**config.mk**
```make
export PLATFORM = sky130hd
export DESIGN_NAME = fillq_top
export DESIGN_NICKNAME = d
export VERILOG_FILES = /design/src/rtl/fillq_pkg.sv /design/src/rtl/fillq_slots.sv /design/src/rtl/fillq_order.sv /design/src/rtl/fillq_castout.sv /design/src/rtl/fillq_arb.sv /design/src/rtl/fillq_top.sv
export SDC_FILE = /design/constraint.sdc
export NUM_CORES = 1
export LEC_CHECK = 0
export BUFFER_PORTS_ARGS = -buffer_cell sky130_fd_sc_hd__buf_2
export CAP_MARGIN = 40
export CELL_PAD_IN_SITES_DETAIL_PLACEMENT = 0
export CELL_PAD_IN_SITES_GLOBAL_PLACEMENT = 1
export CORE_AREA = 3 3 453 455
export CTS_CLUSTER_DIAMETER = 80
export CTS_CLUSTER_SIZE = 8
export DETAILED_ROUTE_END_ITERATION = 7
export DIE_AREA = 0 0 456 458
export GPL_TIMING_DRIVEN = 0
export PLACE_DENSITY_LB_ADDON = 0.1
export SLEW_MARGIN = 20
export SYNTH_ARGS = -nofsm -noshare
export SYNTH_HDL_FRONTEND = slang
export SYNTH_HIERARCHICAL = 1
export SYNTH_SLANG_ARGS = --single-unit
export TNS_END_PERCENT = 50
```
**constraint.sdc**
```tcl
create_clock -name clk -period 5.3 [get_ports clk]
set_clock_uncertainty 0.05 [all_clocks]
set_input_delay 1.06 -clock clk [delete_from_list [all_inputs] [get_ports clk]]
set_output_delay 1.06 -clock clk [all_outputs]
set_load 0.05 [all_outputs]
```
**src/rtl/fillq_pkg.sv**
```systemverilog
package fillq_pkg;

  // Origin of a miss slot
  typedef enum logic {
    SRC_DATA = 1'b0,
    SRC_INST = 1'b1
  } miss_src_e;

  // Bus transaction kind
  typedef enum logic {
    XFER_READ  = 1'b0,
    XFER_WRITE = 1'b1
  } xfer_kind_e;

endpackage

```
**src/rtl/fillq_slots.sv**
```systemverilog
module fillq_slots
  import fillq_pkg::*;
#(
  parameter int unsigned ENTRIES = 4,
  parameter int unsigned ADDR_W  = 32,
  parameter int unsigned TAG_W   = 3,
  parameter int unsigned IDX_W   = $clog2(ENTRIES),
  parameter int unsigned CNT_W   = $clog2(ENTRIES + 1)
) (
  input  logic                             clk,
  input  logic                             rst_q,
  input  logic                             req_valid,
  input  miss_src_e                        req_src,
  input  logic [ADDR_W-1:0]                req_addr,
  output logic                             req_ready,
  output logic                             merge_hit,
  output logic                             alloc_fire,
  output logic [IDX_W-1:0]                 alloc_idx,
  input  logic                             iss_fire,
  input  logic [IDX_W-1:0]                 iss_idx,
  input  logic                             rsp_valid,
  input  logic [TAG_W-1:0]                 rsp_tag,
  output logic                             ret_fire,
  output logic [IDX_W-1:0]                 ret_idx,
  output logic [ENTRIES-1:0]               slot_valid,
  output logic [ENTRIES-1:0]               slot_inst,
  output logic [ENTRIES-1:0]               slot_issued,
  output logic [ENTRIES-1:0][ADDR_W-1:0]   slot_addr,
  output logic [CNT_W-1:0]                 used_cnt
);

  logic [ENTRIES-1:0] hit_vec;
  logic               any_hit;
  logic               full;
  logic               inst_present;
  logic [IDX_W-1:0]   free_idx;
  logic [ENTRIES-1:0] valid_d, inst_d, issued_d;

  // Address match against every held slot
  always_comb begin
    for (int i = 0; i < ENTRIES; i++) begin
      hit_vec[i] = slot_valid[i] && (slot_addr[i] == req_addr);
    end
  end

  assign any_hit      = |hit_vec;
  assign full         = &slot_valid;
  assign inst_present = |(slot_valid & slot_inst);

  // Lowest free slot index
  always_comb begin
    free_idx = '0;
    for (int i = ENTRIES - 1; i >= 0; i--) begin
      if (!slot_valid[i]) free_idx = IDX_W'(i);
    end
  end

  // Acceptance depends on held state only
  assign req_ready  = any_hit || (!full && !((req_src == SRC_INST) && inst_present));
  assign merge_hit  = req_valid && any_hit;
  assign alloc_fire = req_valid && !any_hit && !full &&
                      !((req_src == SRC_INST) && inst_present);
  assign alloc_idx  = free_idx;

  // Return matching by tag
  assign ret_idx  = rsp_tag[IDX_W-1:0];
  assign ret_fire = rsp_valid && (rsp_tag < TAG_W'(ENTRIES)) &&
                    slot_valid[ret_idx] && slot_issued[ret_idx];

  // Occupancy count
  always_comb begin
    used_cnt = '0;
    for (int i = 0; i < ENTRIES; i++) begin
      used_cnt = used_cnt + CNT_W'(slot_valid[i]);
    end
  end

  // Next state of slot control bits
  always_comb begin
    valid_d  = slot_valid;
    inst_d   = slot_inst;
    issued_d = slot_issued;
    if (ret_fire) begin
      valid_d[ret_idx]  = 1'b0;
      issued_d[ret_idx] = 1'b0;
    end
    if (iss_fire) begin
      issued_d[iss_idx] = 1'b1;
    end
    if (alloc_fire) begin
      valid_d[alloc_idx]  = 1'b1;
      inst_d[alloc_idx]   = (req_src == SRC_INST);
      issued_d[alloc_idx] = 1'b0;
    end
  end

  always_ff @(posedge clk or negedge rst_q) begin
    if (!rst_q) begin
      slot_valid  <= '0;
      slot_inst   <= '0;
      slot_issued <= '0;
    end else begin
      slot_valid  <= valid_d;
      slot_inst   <= inst_d;
      slot_issued <= issued_d;
    end
  end

  // Address storage with per-slot write enable
  generate
    for (genvar g = 0; g < ENTRIES; g++) begin : g_addr
      logic addr_en;
      assign addr_en = alloc_fire && (alloc_idx == IDX_W'(g));
      always_ff @(posedge clk) begin
        if (addr_en) slot_addr[g] <= req_addr;
      end
    end
  endgenerate

endmodule

```
**src/rtl/fillq_order.sv**
```systemverilog
module fillq_order #(
  parameter int unsigned ENTRIES = 4,
  parameter int unsigned IDX_W   = $clog2(ENTRIES)
) (
  input  logic             clk,
  input  logic             rst_q,
  input  logic             push,
  input  logic [IDX_W-1:0] push_idx,
  input  logic             pop,
  output logic             not_empty,
  output logic [IDX_W-1:0] head_idx
);

  localparam int unsigned OCC_W = $clog2(ENTRIES + 1);

  logic [IDX_W-1:0] ring [ENTRIES];
  logic [IDX_W-1:0] rd_ptr, wr_ptr, rd_ptr_d, wr_ptr_d;
  logic [OCC_W-1:0] occ, occ_d;
  logic             do_pop;

  assign not_empty = (occ != '0);
  assign head_idx  = ring[rd_ptr];
  assign do_pop    = pop && not_empty;

  always_comb begin
    rd_ptr_d = rd_ptr;
    wr_ptr_d = wr_ptr;
    occ_d    = occ;
    if (push) begin
      wr_ptr_d = (wr_ptr == IDX_W'(ENTRIES - 1)) ? '0 : wr_ptr + 1'b1;
    end
    if (do_pop) begin
      rd_ptr_d = (rd_ptr == IDX_W'(ENTRIES - 1)) ? '0 : rd_ptr + 1'b1;
    end
    case ({push, do_pop})
      2'b10:   occ_d = occ + 1'b1;
      2'b01:   occ_d = occ - 1'b1;
      default: occ_d = occ;
    endcase
  end

  always_ff @(posedge clk or negedge rst_q) begin
    if (!rst_q) begin
      rd_ptr <= '0;
      wr_ptr <= '0;
      occ    <= '0;
    end else begin
      rd_ptr <= rd_ptr_d;
      wr_ptr <= wr_ptr_d;
      occ    <= occ_d;
    end
  end

  always_ff @(posedge clk) begin
    if (push) ring[wr_ptr] <= push_idx;
  end

endmodule

```
**src/rtl/fillq_castout.sv**
```systemverilog
module fillq_castout #(
  parameter int unsigned ADDR_W = 32,
  parameter int unsigned LINE_W = 256
) (
  input  logic              clk,
  input  logic              rst_q,
  input  logic              cwb_valid,
  input  logic [ADDR_W-1:0] cwb_addr,
  input  logic [LINE_W-1:0] cwb_data,
  output logic              cwb_ready,
  input  logic              co_iss_fire,
  input  logic              bus_wack,
  output logic              co_pend,
  output logic              co_busy,
  output logic [ADDR_W-1:0] co_addr,
  output logic [LINE_W-1:0] co_data
);

  logic held, sent, held_d, sent_d, load_en;

  assign cwb_ready = !held;
  assign load_en   = cwb_valid && !held;
  assign co_pend   = held && !sent;
  assign co_busy   = held && sent;

  always_comb begin
    held_d = held;
    sent_d = sent;
    if (load_en) begin
      held_d = 1'b1;
      sent_d = 1'b0;
    end else if (co_busy && bus_wack) begin
      held_d = 1'b0;
      sent_d = 1'b0;
    end else if (co_pend && co_iss_fire) begin
      sent_d = 1'b1;
    end
  end

  always_ff @(posedge clk or negedge rst_q) begin
    if (!rst_q) begin
      held <= 1'b0;
      sent <= 1'b0;
    end else begin
      held <= held_d;
      sent <= sent_d;
    end
  end

  always_ff @(posedge clk) begin
    if (load_en) begin
      co_addr <= cwb_addr;
      co_data <= cwb_data;
    end
  end

endmodule

```
**src/rtl/fillq_arb.sv**
```systemverilog
module fillq_arb #(
  parameter int unsigned SET_W = 6
) (
  input  logic             miss_avail,
  input  logic [SET_W-1:0] miss_set,
  input  logic             co_pend,
  input  logic [SET_W-1:0] co_set,
  output logic             any_req,
  output logic             pick_co
);

  logic set_clash;

  assign set_clash = (miss_set == co_set);
  assign any_req   = miss_avail || co_pend;
  assign pick_co   = co_pend && (!miss_avail || set_clash);

endmodule

```
**src/rtl/fillq_top.sv**
```systemverilog
module fillq_top
  import fillq_pkg::*;
#(
  parameter int unsigned ENTRIES = 4,
  parameter int unsigned ADDR_W  = 32,
  parameter int unsigned LINE_W  = 256,
  parameter int unsigned TAG_W   = 3,
  parameter int unsigned SET_W   = 6
) (
  input  logic              clk,
  input  logic              rst_n,
  input  logic              req_valid,
  input  logic              req_is_inst,
  input  logic [ADDR_W-1:0] req_addr,
  output logic              req_ready,
  input  logic              cwb_valid,
  input  logic [ADDR_W-1:0] cwb_addr,
  input  logic [LINE_W-1:0] cwb_data,
  output logic              cwb_ready,
  output logic              bus_req_valid,
  output logic              bus_req_write,
  output logic [ADDR_W-1:0] bus_req_addr,
  output logic [TAG_W-1:0]  bus_req_tag,
  output logic [LINE_W-1:0] bus_req_data,
  input  logic              bus_req_ready,
  input  logic              bus_wack,
  input  logic              rsp_valid,
  input  logic [TAG_W-1:0]  rsp_tag,
  input  logic [LINE_W-1:0] rsp_data,
  output logic              fill_valid,
  output logic              fill_inst,
  output logic [ADDR_W-1:0] fill_addr,
  output logic [LINE_W-1:0] fill_data,
  output logic [$clog2(ENTRIES+1)-1:0] slots_used,
  output logic [$clog2(ENTRIES+2)-1:0] bus_inflight
);

  localparam int unsigned IDX_W  = $clog2(ENTRIES);
  localparam int unsigned CNT_W  = $clog2(ENTRIES + 1);
  localparam int unsigned INF_W  = $clog2(ENTRIES + 2);
  localparam logic [TAG_W-1:0] CO_TAG = TAG_W'(ENTRIES);

  // Reset: asynchronous assert, synchronous release
  logic [1:0] rst_pipe;
  logic       rst_q;

  always_ff @(posedge clk or negedge rst_n) begin
    if (!rst_n) rst_pipe <= 2'b00;
    else        rst_pipe <= {rst_pipe[0], 1'b1};
  end
  assign rst_q = rst_pipe[1];

  logic                           merge_hit, alloc_fire, ret_fire;
  logic [IDX_W-1:0]               alloc_idx, ret_idx, head_idx;
  logic [ENTRIES-1:0]             slot_valid, slot_inst, slot_issued;
  logic [ENTRIES-1:0][ADDR_W-1:0] slot_addr;
  logic                           miss_avail, pick_co, any_req;
  logic                           miss_iss_fire, co_iss_fire;
  logic                           co_pend, co_busy;
  logic [ADDR_W-1:0]              co_addr;
  logic [LINE_W-1:0]              co_data;
  logic [ADDR_W-1:0]              head_addr;
  miss_src_e                      req_src;

  assign req_src = req_is_inst ? SRC_INST : SRC_DATA;

  fillq_slots #(
    .ENTRIES (ENTRIES),
    .ADDR_W  (ADDR_W),
    .TAG_W   (TAG_W)
  ) slots_i (
    .clk         (clk),
    .rst_q       (rst_q),
    .req_valid   (req_valid),
    .req_src     (req_src),
    .req_addr    (req_addr),
    .req_ready   (req_ready),
    .merge_hit   (merge_hit),
    .alloc_fire  (alloc_fire),
    .alloc_idx   (alloc_idx),
    .iss_fire    (miss_iss_fire),
    .iss_idx     (head_idx),
    .rsp_valid   (rsp_valid),
    .rsp_tag     (rsp_tag),
    .ret_fire    (ret_fire),
    .ret_idx     (ret_idx),
    .slot_valid  (slot_valid),
    .slot_inst   (slot_inst),
    .slot_issued (slot_issued),
    .slot_addr   (slot_addr),
    .used_cnt    (slots_used)
  );

  fillq_order #(
    .ENTRIES (ENTRIES)
  ) order_i (
    .clk       (clk),
    .rst_q     (rst_q),
    .push      (alloc_fire),
    .push_idx  (alloc_idx),
    .pop       (miss_iss_fire),
    .not_empty (miss_avail),
    .head_idx  (head_idx)
  );

  fillq_castout #(
    .ADDR_W (ADDR_W),
    .LINE_W (LINE_W)
  ) castout_i (
    .clk         (clk),
    .rst_q       (rst_q),
    .cwb_valid   (cwb_valid),
    .cwb_addr    (cwb_addr),
    .cwb_data    (cwb_data),
    .cwb_ready   (cwb_ready),
    .co_iss_fire (co_iss_fire),
    .bus_wack    (bus_wack),
    .co_pend     (co_pend),
    .co_busy     (co_busy),
    .co_addr     (co_addr),
    .co_data     (co_data)
  );

  assign head_addr = slot_addr[head_idx];

  fillq_arb #(
    .SET_W (SET_W)
  ) arb_i (
    .miss_avail (miss_avail),
    .miss_set   (head_addr[SET_W-1:0]),
    .co_pend    (co_pend),
    .co_set     (co_addr[SET_W-1:0]),
    .any_req    (any_req),
    .pick_co    (pick_co)
  );

  // Bus request mux
  assign bus_req_valid = any_req;
  assign bus_req_write = pick_co;
  assign bus_req_addr  = pick_co ? co_addr : head_addr;
  assign bus_req_tag   = pick_co ? CO_TAG : TAG_W'(head_idx);
  assign bus_req_data  = pick_co ? co_data : '0;
  assign miss_iss_fire = any_req && bus_req_ready && !pick_co;
  assign co_iss_fire   = any_req && bus_req_ready && pick_co;

  // Outstanding transaction count
  always_comb begin
    bus_inflight = INF_W'(co_busy);
    for (int i = 0; i < ENTRIES; i++) begin
      bus_inflight = bus_inflight + INF_W'(slot_valid[i] && slot_issued[i]);
    end
  end

  // Line delivery
  assign fill_valid = ret_fire;
  assign fill_inst  = slot_inst[ret_idx];
  assign fill_addr  = slot_addr[ret_idx];
  assign fill_data  = rsp_data;

endmodule

```
Word-level counts from Yosys, hierarchy flattened
Memory sizes are Yosys's and may differ from the RTL's.
Index checks and enable logic that the tools add are counted.

word-level totals
  flip-flop bits (word level) = 439
  RAM bits = 8
  input bits = 587
  output and inout bits = 591
  word-level logic and storage cells = 145
  memories kept = 1

memories
  memory        depth  bits a word  rd ports  clocked after memory_dff  write ports  RTL line           text
  order_i.ring  4      2            1         0                         1            fillq_order.sv:16  logic [IDX_W-1:0] ring [ENTRIES];

operators by class
  add/subtract/negate cells = 11
  $lt $le $gt $ge = 7
  eq/ne operators = 12
  muxes and demuxes = 40
  bitwise gates (word level) = 8
  reduce and logical (&&, ||, !) cells = 51

operators with widths
  cell                   number
  $mux W256              1
  $bmux W32 S2           2
  $eq A32 B32 Y1         4
  $mux W32               3
  $logic_and A1 B1 Y1    33
  $mux W4                5
  $and A4 B4 Y4          4
  $mux W1                14
  $add A3 B1 Y3          4
  $mux W2                6
  $eq A2 B2 Y1 const B   5
  $lt A2 B3 Y1 const B   3
  $not A4 Y4             2
  $or A4 B4 Y4           2
  $reduce_or A4 Y1       2
  $logic_not A1 Y1       7
  $bmux W1 S2            3
  $demux W1 S2           3
  $eq A6 B6 Y1           1
  $ge A2 B1 Y1 const B   3
  $pmux W3 S2            1
  $reduce_bool A3 Y1     2
  $add A1 B1 Y2          2
  $add A2 B1 Y2 const B  2
  other kinds (11)       15

Depth between registers and ports, before layout
Gate-level depths: netlist of run 1.

  word-level depth = 11
  depth in mapped cells = 19
  gate-level depth less buffers = 16

Cells and area by module
Netlist of run 1, hierarchy kept.

by module, submodules not included
  module         times used  cells an instance  area an instance (µm²)  sequential area each (µm²)
  fillq_castout  1           300                8753.4                  8698.3
  fillq_top      1           797                6444.9                  50.0
  fillq_slots    1           385                6047.0                  4144.0
  fillq_order    1           49                 723.2                   415.4
  fillq_arb      1           11                 86.3                    0.0

Worst setup path before layout of run 1
Ideal clock, no wire load.

  path type = in2reg
  start point = input cwb_valid
  end point = register castout_i.co_addr[0], enable pin
  library setup time = 0.976 ns
  arrival = 13.442 ns
  slack = -9.168 ns
  stages = 1
  path buffers = 0
  cell sequence = nor2b_1

on the way
  longest elaborated chain between the ends = 1

RTL lines
  what                  RTL line             text
  from (decl)           fillq_top.sv:16      input logic cwb_valid,
  $logic_and A1 B1 Y1   fillq_castout.sv:22  assign load_en = cwb_valid && !held;
  to (signal assigned)  fillq_castout.sv:52  co_addr <= cwb_addr;
  to (decl)             fillq_castout.sv:15  output logic [ADDR_W-1:0] co_addr,

Every way passes these cells.
A chain may end at the register's enable or synchronous reset.

Worst setup path in the final report of run 1
  start point = register order_i.rd_ptr[0]
  end point = output bus_req_addr[21]

on the way
  longest elaborated chain between the ends = 7

RTL lines
  what                            RTL line           text
  from (decl)                     fillq_order.sv:17  logic [IDX_W-1:0] rd_ptr, wr_ptr, rd_ptr_d, wr_ptr_d;
  from (signal assigned)          fillq_order.sv:48  rd_ptr <= rd_ptr_d;
  $mem_v2 Z4 W2                   -
  named net head_idx[0]           fillq_top.sv:54    logic [IDX_W-1:0] alloc_idx, ret_idx, head_idx;
  $bmux W32 S2                    fillq_top.sv:124   assign head_addr = slot_addr[head_idx];
  $mux W32 (not written as such)  fillq_top.sv:124
  named net head_addr[5]          fillq_top.sv:62    logic [ADDR_W-1:0] head_addr;
  $eq A6 B6 Y1                    fillq_arb.sv:14    assign set_clash = (miss_set == co_set);
  $logic_or A1 B1 Y1              fillq_arb.sv:16    assign pick_co = co_pend && (!miss_avail || set_clash);
  $logic_and A1 B1 Y1             fillq_arb.sv:16
  $mux W32                        fillq_top.sv:140   assign bus_req_addr = pick_co ? co_addr : head_addr;
  to (decl)                       fillq_top.sv:22    output logic [ADDR_W-1:0] bus_req_addr,

The timed path passes the listed nets, and every way through them passes these cells. The select of a mux whose other input is x is not followed.

==> impl_metrics.tcl, run 1 <==
set metrics [dict create \
    dpl_cell_area_sq_um 30600 \
    setup_violations 0 \
    leakage_uw 0.0139 \
    track_usage_pct 12.3 \
    max_freq_ghz 0.191 \
    power_frac_comb_pct 57.0 \
    die_y_um 458 \
    syn_inst 1541 \
    grt_pass1_vias 18400 \
    wl_per_cell_um 25.0 \
    p_int_uw 11100 \
    crit_start "order_i/rd_ptr[0]" \
    cp.arrival_ns 4.12 \
    status "complete, no violations" \
    firstDrtPassIters 4 \
    grt_pass1_wl_um 174000 \
    r2r-start "order_i/rd_ptr[0]" \
    slowest_delay_ns 0.62 \
    power_frac_clock_pct 20.6 \
    vdd_ir_drop_max_uv 483 \
    vias 16500 \
    path_cells "mux4_2 > buf_12 > buf_16 > mux2i_4 > mux2i_1 > xnor2_1 > nand4_1 > o22ai_4 > buf_6 > nand2b_4 > buf_12 > buf_12 > a211oi_4 > a221oi_4 > buf_6" \
    portBuffers 921 \
    clkSinkCount 447 \
    die-area_sq_um 209000 \
    powerDensity_nw_per_um2 618 \
    dpl_worst_slack_ns -0.643 \
    worstPathMaxFanout 8 \
    slowest_stage "mux4_2" \
    gp_congestion 0.838 \
    tightest_slew_ns 0.691 \
    core_sq_um 202000 \
    end_kind "primary output" \
    finalInstanceArea_sq_um 34600 \
    rows 165 \
    yosysWarnings 6 \
    syn_area_sq_um 22000 \
    post_synth.cell_area_avg_sq_um 14.3 \
    fill_cells 22300 \
    swShare_pct 48.3 \
    cts_made_buffers 72 \
    drt_iter0_markers 444 \
    p_sw_uw 10300 \
    min_path_type "in2async" \
    synthesis.nets 2143 \
    hold_viol_final 0 \
    period_share_pct 98.7 \
    viasPerCell 3.10 \
    cts.clk_slew.worst_paths_ns 0.06 \
    dieWidth_um 456 \
    worst-setup-path-type "reg2out" \
    syn2layout_area_growth_pct 56.9 \
    wl_um 133000 \
    cts-htree-levels 3 \
    holdBufCountCts 0 \
    rsz0062_at_grt "yes" \
    relSlewSlack_pct 53.8 \
    maxCapViolCount 0 \
    pwr-share-seq_pct 22.4 \
    overflow 0 \
    crit_end "bus_req_addr[21]" \
    reg2reg_setup_slack_ns 0.79 \
    antenna_left 0 \
    cpMostUsedCell "buf_12" \
    required_ns 4.19 \
    setup_ws_ns 0.0707 \
    initial_utilization_pct 10.9 \
    slew_violations 0 \
    period_needed_ns 5.23 \
    worstRegToRegCells 20 \
    cts_root_buffer "clkbuf_16" \
    r2r_end "order_i/occ[2]" \
    clk-insertion-delay-late_ns 0.65 \
    start_kind "flop" \
    remaining_drc_errors 0 \
    hpwl_um 112000 \
    cts_tree "built" \
    antenna_found_initial 109 \
    pin_count 1178 \
    grt_start_max_net_pins 28 \
    clockBufferDepth 3 \
    drive_gt1_share_pct 58.5 \
    layout.nets 3205 \
]
[power by group through the flow]
stage          sequential (uW)  clock, uW  combinational (uW)
2_1_floorplan             4810          0                6930
3_3_place_gp              4980          0               10500
3_5_place_dp              4860          0               10700
4_1_cts                   4790       4700               12200
5_1_grt                   4850       4790               12900
6_report                  4790       4410               12200
[placed cells by master, fill, tap and decap left out, types with 31 or more instances in the layout]
cell type and n:
edfxtp_1 424, xor2_1 48, mux4_2 35, mux2i_1 31, clkbuf_16 74, and2_1 255
inv_1 53, xnor2_1 87, clkbuf_4 44, buf_4 408, buf_6 70, buf_2 726
[what timing repair did]
item,CTS,global route
pin swaps,17,15
gates resized for setup,343,100
setup endpoints to repair,295,279
buffers inserted,16,19
cloned,1,1
[how the worst min path moves through the flow]
stage | from | to | slack, ns | cells past startpoint
floorplan | rst_pipe[1] | castout_i/held | 0.22 | 0
global placement | rst_pipe[0] | rst_pipe[1] | 0.29 | 0
detailed placement | rst_pipe[1] | order_i/wr_ptr[0] | 0.19 | 0
CTS | rst_n | rst_pipe[0] | 0.02 | 1
global route | rst_n | rst_pipe[0] | 0.06 | 1
finish | rst_n | rst_pipe[1] | 0.13 | 1
[metal layers]
metal | track usage (%) | up-vias | part of all wire, %
li1 | - | 7362 | -
met1 | 10.9 | 7919 | 31
met2 | 24.3 | 891 | 55
met3 | 5.76 | 269 | 10
met4 | 3.86 | 72 | 3.1
met5 | 0 | - | 0.36
[flip-flops by register name (all words and copies together) (netlist names)]
name                 cells
castout_i/co_data      256
order_i/ring             8
slots_i/slot_issued      4
slots_i/slot_inst        4
castout_i/sent           1
slots_i/slot_addr      128
order_i/rd_ptr           2
order_i/occ              3
rst_pipe                 2
slots_i/slot_valid       4
order_i/wr_ptr           2
castout_i/co_addr       32
castout_i/held           1
[worst max-delay path: cells and delay by family (launching register included)]
| family | cells | cell delay, ns |
|---|---|---|
| and+or+nand+nor | 2 | 0.29 |
| xor gates and xnor gates | 1 | 0.15 |
| AOI/OAI and AO/OA | 3 | 0.58 |
| muxes | 3 | 0.99 |
| buffers and inverters | 6 | 1.03 |
| DFF | 1 | 0.38 |
[cell type report]
type | instances | area (sq um) | area share [%]
Tap cell | 2672 | 3340 | 9.66
Antenna cell | 26 | 65.1 | 0.188
Inverter | 53 | 199 | 0.575
Multi-Input combinational cell | 720 | 6730 | 19.4
Buffer | 321 | 2660 | 7.68
Clock inverter | 16 | 171 | 0.495
Sequential cell | 447 | 13300 | 38.5
Clock buffer | 91 | 1900 | 5.50
Timing Repair Buffer | 988 | 6220 | 18.0
[through the flow]
stage | TNS (ns) | power, uW | utilization (%) | cells | hold WS [ns]
after CTS | -10.88 | 21700 | 16.9 | 5289 | 0.0197
after global placement | -1413.36 | 15500 | 14.9 | 5134 | 0.285
after global routing | -2.89 | 22600 | 17.1 | 5316 | 0.0563
after floorplan | -158.77 | 11700 | - | 1541 | 0.217
final | 0 | 21400 | 17.2 | 5334 | 0.127
after detailed placement | -105.88 | 15600 | 15.2 | 5165 | 0.188
Note: power is estimated with default switching activity, not from simulation.
==> inputs of run 2 (changes only) <==
--- a/config.mk
+++ b/config.mk
@@ -16,6 +16,7 @@
 export DIE_AREA = 0 0 456 458
 export GPL_TIMING_DRIVEN = 0
 export PLACE_DENSITY_LB_ADDON = 0.1
+export SETUP_SLACK_MARGIN = 0.3
 export SLEW_MARGIN = 20
 export SYNTH_ARGS = -nofsm -noshare
 export SYNTH_HDL_FRONTEND = slang
==> impl_metrics.tcl, run 2 (synthesis gave the netlist of run 1 again) <==
set metrics [dict create \
    power_frac_clock_pct 19.7 \
    hold_viol_final 0 \
    end_kind "primary output" \
    final_cell_mix "buf_2, edfxtp_1, buf_4" \
    track_usage_pct 12.3 \
    regMostFlops "castout_i/co_data" \
    hpwl_um 112000 \
    antenna_found_initial 109 \
    setup_ws_ns 0.0681 \
    portBuffers 921 \
    tightest_slew_ns 0.707 \
    drive_gt1_share_pct 60.6 \
    finalInstanceArea_sq_um 36300 \
    period_needed_ns 5.23 \
    grt_pass1_wl_um 174000 \
    grt_start_max_net_pins 28 \
    crit_buf_inv 7 \
    die-area_sq_um 209000 \
    powerDensity_nw_per_um2 617 \
    syn2layout_area_growth_pct 64.6 \
    rsz0062_at_grt "yes" \
    die_y_um 458 \
    remaining_drc_errors 0 \
    gp_congestion 0.838 \
    layout.nets 3215 \
    final_common_cell "buf_2" \
    cts.clk_slew.worst_paths_ns 0.06 \
    slowest_stage "mux4_2" \
    cts_made_buffers 72 \
    worst-setup-path-type "reg2out" \
    reg.largest.list "castout_i/co_data x256, slots_i/slot_addr x128, castout_i/co_addr x32" \
    post-route-util_pct 18.0 \
    period_share_pct 98.7 \
    slew_violations 0 \
    clk-insertion-delay-late_ns 0.66 \
    wl_um 134000 \
    dpl_cell_area_sq_um 30600 \
    clockBufferDepth 3 \
    dpl_worst_slack_ns -0.643 \
    fin_tns_setup_ns 0 \
    swShare_pct 47.0 \
    rows 165 \
    vias 16600 \
    antenna_left 0 \
    clkSinkCount 447 \
    cts_root_buffer "clkbuf_16" \
    path_cells "mux4_2 > buf_12 > buf_16 > mux2i_4 > mux2i_4 > xnor2_2 > nand3_2 > o22ai_4 > buf_8 > nand2b_4 > buf_12 > buf_12 > buf_16 > a211oi_4 > a221oi_4 > buf_6" \
    pwr-share-seq_pct 21.4 \
    min_path_type "in2async" \
    slowest_delay_ns 0.62 \
    cpMostUsedCell "buf_12" \
    max_freq_ghz 0.191 \
    maxCapViolCount 0 \
    power_frac_comb_pct 58.9 \
    drt_iter0_markers 459 \
    dieWidth_um 456 \
    core_sq_um 202000 \
    p_sw_uw 10500 \
    required_ns 4.19 \
    viasPerCell 3.10 \
    initial_utilization_pct 10.9 \
    wl_per_cell_um 25.2 \
    start_kind "flop" \
    firstDrtPassIters 4 \
    cp.arrival_ns 4.12 \
    status "complete, no violations" \
    setup_violations 0 \
    grt_pass1_vias 18400 \
    leakage_uw 0.0143 \
    cts_tree "built" \
    overflow 0 \
    cts-htree-levels 3 \
    worstPathMaxFanout 7 \
    vdd_ir_drop_max_uv 483 \
    p_int_uw 11900 \
    relSlewSlack_pct 52.7 \
    largest_reg_flops 256 \
    pin_count 1178 \
    cpLargestDelayFamily "buffers and inverters" \
]
==> run 2: cell types whose count changed in the layout (fill, tap and decap cells not counted), moves of 7 or more <==
cell,before,now
and2_1,255,202
buf_12,26,48
clkbuf_4,44,1
buf_6,70,234
buf_4,408,296
and2_4,6,60
buf_2,726,657
buf_8,9,55
clkbuf_16,74,81
==> run 2: power by group through the flow <==
stage	registers (uW)	clock network (uW)	logic (uW)
floorplan	4810	0	6930
global route	4850	4790	14000
CTS	4790	4700	12400
detailed placement	4860	0	10700
global placement	4980	0	10500
finish	4790	4420	13200
==> run 2: repair_timing <==
action,4_1_cts,5_1_grt
pin swaps,17,5
setup buffers,20,20
endpoints found under the setup margin,301,291
hold buffers,0,0
resized for setup,428,585
cloned,1,5
==> run 2: layout make-up <==
cell class | count | area [sq um]
Antenna cell | 26 | 65.1
Clock inverter | 16 | 171
Tap cell | 2672 | 3340
Inverter | 53 | 199
Timing Repair Buffer | 998 | 7670
Multi-Input combinational cell | 720 | 6810
Buffer | 321 | 2820
Clock buffer | 91 | 1900
Fill cell | 22200 | 165000
Sequential cell | 447 | 13300
==> run 2: worst paths after layout <==
check | startpoint | cells past startpoint | slack (ns) | endpoint
max | order_i/rd_ptr[0] | 16 | 0.07 | bus_req_addr[8]
min | rst_n | 1 | 0.13 | rst_pipe[1]
max reg2reg | order_i/rd_ptr[0] | 22 | 0.61 | order_i/occ[2]
min reg2reg | rst_pipe[1] | 0 | 0.15 | order_i/wr_ptr[1]
max in group asynchronous | rst_pipe[1] | 1 | 4.59 | slots_i/slot_issued[1]
min in group clk | rst_pipe[0] | 0 | 0.30 | rst_pipe[1]
==> run 2: per-stage QoR <==
stage / hold slack [ns] / std cells / total power, uW
floorplan: 0.217 / 1541 / 11700
global placement: 0.285 / 5134 / 15500
detailed placement: 0.188 / 5165 / 15600
CTS: 0.0197 / 5293 / 21900
global route: 0.0563 / 5326 / 23600
finish: 0.131 / 5344 / 22400
==> run 2: routing by layer <==
layer,track usage [%],routed length [um],up-vias
li1,-,-,7387
met1,10.9,41100,7978
met2,24.3,74800,899
met3,5.80,14100,257
met4,3.86,3980,72
met5,0,482,-
